$ cat src/rtl/serial_accum_pkg.sv
package serial_accum_pkg;
  typedef enum logic {CARRY_D = 1'b0, CARRY_JK = 1'b1} carryStyle_e;

  typedef struct packed {
    logic clear;     // wipe registers, carry, counter
    logic shift;     // advance one bit position
    logic groupEnd;  // this clock handles the last bit of a group
  } addStrobe_t;
endpackage

$ cat src/rtl/serial_accum_ctrl.sv
module serial_accum_ctrl
  import serial_accum_pkg::*;
#(
  parameter int WIDTH = 4
) (
  input  logic       clk,
  input  logic       rst,
  input  logic       start,
  output addStrobe_t strb,
  output logic       done
);
  localparam int CNT_W = (WIDTH > 2) ? $clog2(WIDTH) : 1;
  localparam logic [CNT_W-1:0] LAST = CNT_W'(WIDTH - 1);

  logic [CNT_W-1:0] bitCnt;
  logic             clearNow;

  assign clearNow      = rst | start;
  assign strb.clear    = clearNow;
  assign strb.shift    = ~clearNow;
  assign strb.groupEnd = ~clearNow & (bitCnt == LAST);

  always_ff @(posedge clk) begin
    if (clearNow) begin
      bitCnt <= '0;
      done   <= 1'b0;
    end else begin
      bitCnt <= (bitCnt == LAST) ? '0 : bitCnt + 1'b1;
      done   <= strb.groupEnd;
    end
  end
endmodule

$ cat src/rtl/serial_accum_datapath.sv
module serial_accum_datapath
  import serial_accum_pkg::*;
#(
  parameter int          WIDTH       = 4,
  parameter carryStyle_e CARRY_STYLE = CARRY_D
) (
  input  logic             clk,
  input  addStrobe_t       strb,
  input  logic             serIn,
  output logic [WIDTH-1:0] regA,
  output logic [WIDTH-1:0] regB,
  output logic             carryQ
);
  logic aBit, bBit, sumBit, carryNext;

  assign aBit   = regA[0];
  assign bBit   = regB[0];
  assign sumBit = aBit ^ bBit ^ carryQ;

  // Carry state element, variant picked by parameter
  generate
    if (CARRY_STYLE == CARRY_JK) begin : g_jk
      logic jIn, kIn;
      assign jIn       = aBit & bBit;
      assign kIn       = ~(aBit | bBit);
      assign carryNext = (jIn & ~carryQ) | (~kIn & carryQ);
    end else begin : g_d
      assign carryNext = (aBit & bBit) | (aBit & carryQ) | (bBit & carryQ);
    end
  endgenerate

  always_ff @(posedge clk) begin
    if (strb.clear) begin
      regA   <= '0;
      regB   <= '0;
      carryQ <= 1'b0;
    end else if (strb.shift) begin
      regA   <= {serIn, regA[WIDTH-1:1]};
      regB   <= {sumBit, regB[WIDTH-1:1]};
      carryQ <= strb.groupEnd ? 1'b0 : carryNext;
    end
  end
endmodule

$ cat src/rtl/serial_accum_adder.sv
module serial_accum_adder
  import serial_accum_pkg::*;
#(
  parameter int          WIDTH       = 4,
  parameter carryStyle_e CARRY_STYLE = CARRY_D
) (
  input  logic             clk,
  input  logic             rst,
  input  logic             start,
  input  logic             serIn,
  output logic [WIDTH-1:0] regA,
  output logic [WIDTH-1:0] regB,
  output logic             done
);
  addStrobe_t strb;
  logic       carryQ;

  serial_accum_ctrl #(.WIDTH(WIDTH)) u_ctrl (
    .clk(clk), .rst(rst), .start(start), .strb(strb), .done(done)
  );

  serial_accum_datapath #(.WIDTH(WIDTH), .CARRY_STYLE(CARRY_STYLE)) u_dp (
    .clk(clk), .strb(strb), .serIn(serIn),
    .regA(regA), .regB(regB), .carryQ(carryQ)
  );
endmodule

$ cat config.mk
export PLATFORM = sky130hd
export DESIGN_NAME = serial_accum_adder
export DESIGN_NICKNAME = d
export VERILOG_FILES = /design/src/rtl/serial_accum_pkg.sv /design/src/rtl/serial_accum_ctrl.sv /design/src/rtl/serial_accum_datapath.sv /design/src/rtl/serial_accum_adder.sv
export SDC_FILE = /design/constraint.sdc
export NUM_CORES = 1
export LEC_CHECK = 0
export ABC_AREA = 1
export BUFFER_PORTS_ARGS = -buffer_cell sky130_fd_sc_hd__buf_4
export CORE_AREA = 2 2 39 41
export CTS_CLUSTER_SIZE = 14
export DETAILED_ROUTE_END_ITERATION = 10
export DIE_AREA = 0 0 41 43
export GPL_ROUTABILITY_DRIVEN = 0
export PLACE_DENSITY = 0.55
export RECOVER_POWER = 50
export SETUP_SLACK_MARGIN = 0.15
export SLEW_MARGIN = 10
export SYNTH_ARGS = -nofsm -noshare
export SYNTH_HDL_FRONTEND = slang
export SYNTH_SLANG_ARGS = --single-unit
$ cat constraint.sdc
create_clock -name clk -period 1.1 [get_ports clk]
set_input_delay 0.11 -clock clk [delete_from_list [all_inputs] [get_ports clk]]
set_output_delay 0.11 -clock clk [all_outputs]
set_load 0.02 [all_outputs]
==> impl_metrics.env <==
export IMPL_grt_ovfl_total=0
export IMPL_post_drt_via_cell_ratio=3.74
export IMPL_critPathCaptureType="flip-flop"
export IMPL_grt_max_degree=10
export IMPL_postRouteWirelength_um=519
export IMPL_start_util=0.269
export IMPL_fin_util=0.372
export IMPL_post_drt_wl_per_cell_um=7.21
export IMPL_cts_resized=0
export IMPL_fp_dieW_um=41
export IMPL_max_freq_mhz=999
export IMPL_finalWorstSetupSlack_ns=0.0988
export IMPL_clk_latency_ns=0.26
export IMPL_route_vias_total=269
export IMPL_h_tree_depth=1
export IMPL_setup_tns_final_ns=0
export IMPL_yosysWarnings=0
export IMPL_drive_gt1_frac=0.321
export IMPL_grt_pass1_wl_um=786
export IMPL_slew_headroom=0.823
export IMPL_rsz0062_at_grt="true"
export IMPL_dp_hpwl_um=400
export IMPL_crit_type="flip-flop to flip-flop"
export IMPL_critPathRequiredTime_ns=1.31
export IMPL_cts_hold_buffers_added=0
export IMPL_stdcell_area_sq_um=514
export IMPL_synth_top_family_by_area="simple AND/OR/NAND/NOR gates"
export IMPL_synth_compound_area_frac=0
export IMPL_drt_first_iter_violations=0
export IMPL_fin_crit_sh=0.910
export IMPL_synth_nets=46
export IMPL_cts_setup_buffers=0
export IMPL_power_density_nw_per_um2=1420
export IMPL_grt_pass1_vias=211
export IMPL_die_y_um=43
export IMPL_max_cap_viol_count=0
export IMPL_hold_class="primary input to flip-flop"
export IMPL_finalClockSkew_ns=0.00246
export IMPL_antenna_found_initial=0
export IMPL_synth_area_sq_um=373
export IMPL_p_leak_nw=0.230
export IMPL_layout_common_cells="inv_1 (12), nor2_1 (12), buf_4 (11)"
export IMPL_ir_drop_v=0.000693
export IMPL_fin_nets=63
export IMPL_synth_seq_area_share=0.644
export IMPL_io_buffers=12
export IMPL_crit_slowest_cell="fa_1"
export IMPL_numCtsBuffers=3
export IMPL_synthCells=40
export IMPL_synthXorXnorAreaFrac=0
export IMPL_numClockSinks=12
export IMPL_synth_fa_ha_area_frac=0.0872
export IMPL_row_count=14
export IMPL_path_clk_slew_ns=0.07
export IMPL_antennaDiodeCount=0
export IMPL_synth_simple_gate_area_frac=0.148
export IMPL_worstMarginPinSlew_ns=0.265
export IMPL_critPathLaunchType="flip-flop"
export IMPL_synth_mux_area_frac=0
export IMPL_final_min_clock_period_ns=1.00
export IMPL_final_max_slew_violation_count=0
export IMPL_place_area_sq_um=490
export IMPL_clk_path_buf_depth=2
export IMPL_io_pins=13
export IMPL_dieArea_sq_um=1760
export IMPL_ys_ff_latch=12
export IMPL_route_detailed_drc=0
export IMPL_status="finished, final reports clean"
export IMPL_grtUsageTotal=0.0737
export IMPL_area_growth_pct=37.9
export IMPL_hold_viol_final=0
export IMPL_fp_coreArea_sq_um=1380
export IMPL_finalSetupViolations=0
export IMPL_syn_avg_cell_area_sq_um=9.32
export IMPL_cp_top_family="adder cells"
export IMPL_clockRootBuffer="clkbuf_4"
export IMPL_crit_buf_inv=1
export IMPL_path_cells="fa_1 -> inv_1 -> nor2_1"
export IMPL_cp_arrival_ns=1.21
export IMPL_ys_types=8
export IMPL_dp_slack_ns=0.108
export IMPL_critPathMaxFanout=1
export IMPL_slowest_delay_ns=0.52
export IMPL_cts_tree="yes"
export IMPL_dr_pass1_iters=1
export IMPL_ant_nets=0
[report_power, final]
part | switching [mW] | internal [mW]
Clock | 0.132 | 0.131
Combinational | 0.0163 | 0.0143
Sequential | 0.00257 | 0.435
[layer usage]
layer | GRT usage | part of all wire | vias up
met1 | 0.0882 | 0.41 | 114
li1 | - | - | 141
met2 | 0.0781 | 0.45 | 14
met4 | 0.0200 | 0 | 0
met5 | 0 | 0 | -
met3 | 0.0942 | 0.13 | 0
[cells in the mapped netlist, drive strengths merged]
library cell  instances  area [sq um]
nor2                 13          51.3
inv                  12          45.0
dfxtp                12           240
fa                    1          20.0
nand2                 1          3.75
ha                    1          12.5
[per-stage QoR]
step	hold WS [ns]	std cells	total power [mW]
6_report	0.0613	72	0.731
2_1_floorplan	0.222	40	0.464
3_5_place_dp	0.331	68	0.480
3_3_place_gp	0.325	68	0.480
5_1_grt	0.0640	72	0.779
4_1_cts	0.0514	72	0.751
[worst register-to-register path, cell delays in order (launching register included)]
cell and delay (ns):
dfxtp_2 0.32, fa_1 0.52, inv_1 0.04, nor2_1 0.06
[sequential cells by signal, summed over array words and instances, names as in the netlist]
register       count
u_ctrl.bitCnt      2
u_ctrl.done        1
u_dp.carryQ        1
u_dp.regA          4
u_dp.regB          4
[kinds of logic after synthesis]
kind of cell             Yosys count
adder cells (fa/ha/maj)            2
buffers and inverters             12
flip-flops                        12
AND/OR/NAND/NOR                   14
[cell type report]
type	count	area, sq um
Multi-Input combinational cell	16	87.6
Clock inverter	1	3.75
Tap cell	16	20.0
Timing Repair Buffer	12	86.3
Clock buffer	3	22.5
Sequential cell	12	249
Fill cell	147	870
Inverter	12	45.0
[worst paths after layout]
kind                           startpoint                 endpoint  slack (ns)  cells past startpoint
setup / recovery   u_dp.carryQ$_SDFF_PP0_  u_dp.regB[3]$_SDFF_PP0_         0.1                      3
setup reg to reg   u_dp.carryQ$_SDFF_PP0_  u_dp.regB[3]$_SDFF_PP0_         0.1                      3
hold / removal                      serIn  u_dp.regA[3]$_SDFF_PP0_        0.06                      3
hold reg to reg   u_dp.regA[2]$_SDFF_PP0_  u_dp.regA[1]$_SDFF_PP0_        0.42                      2
No activity file was read; power rests on OpenSTA's default activity.
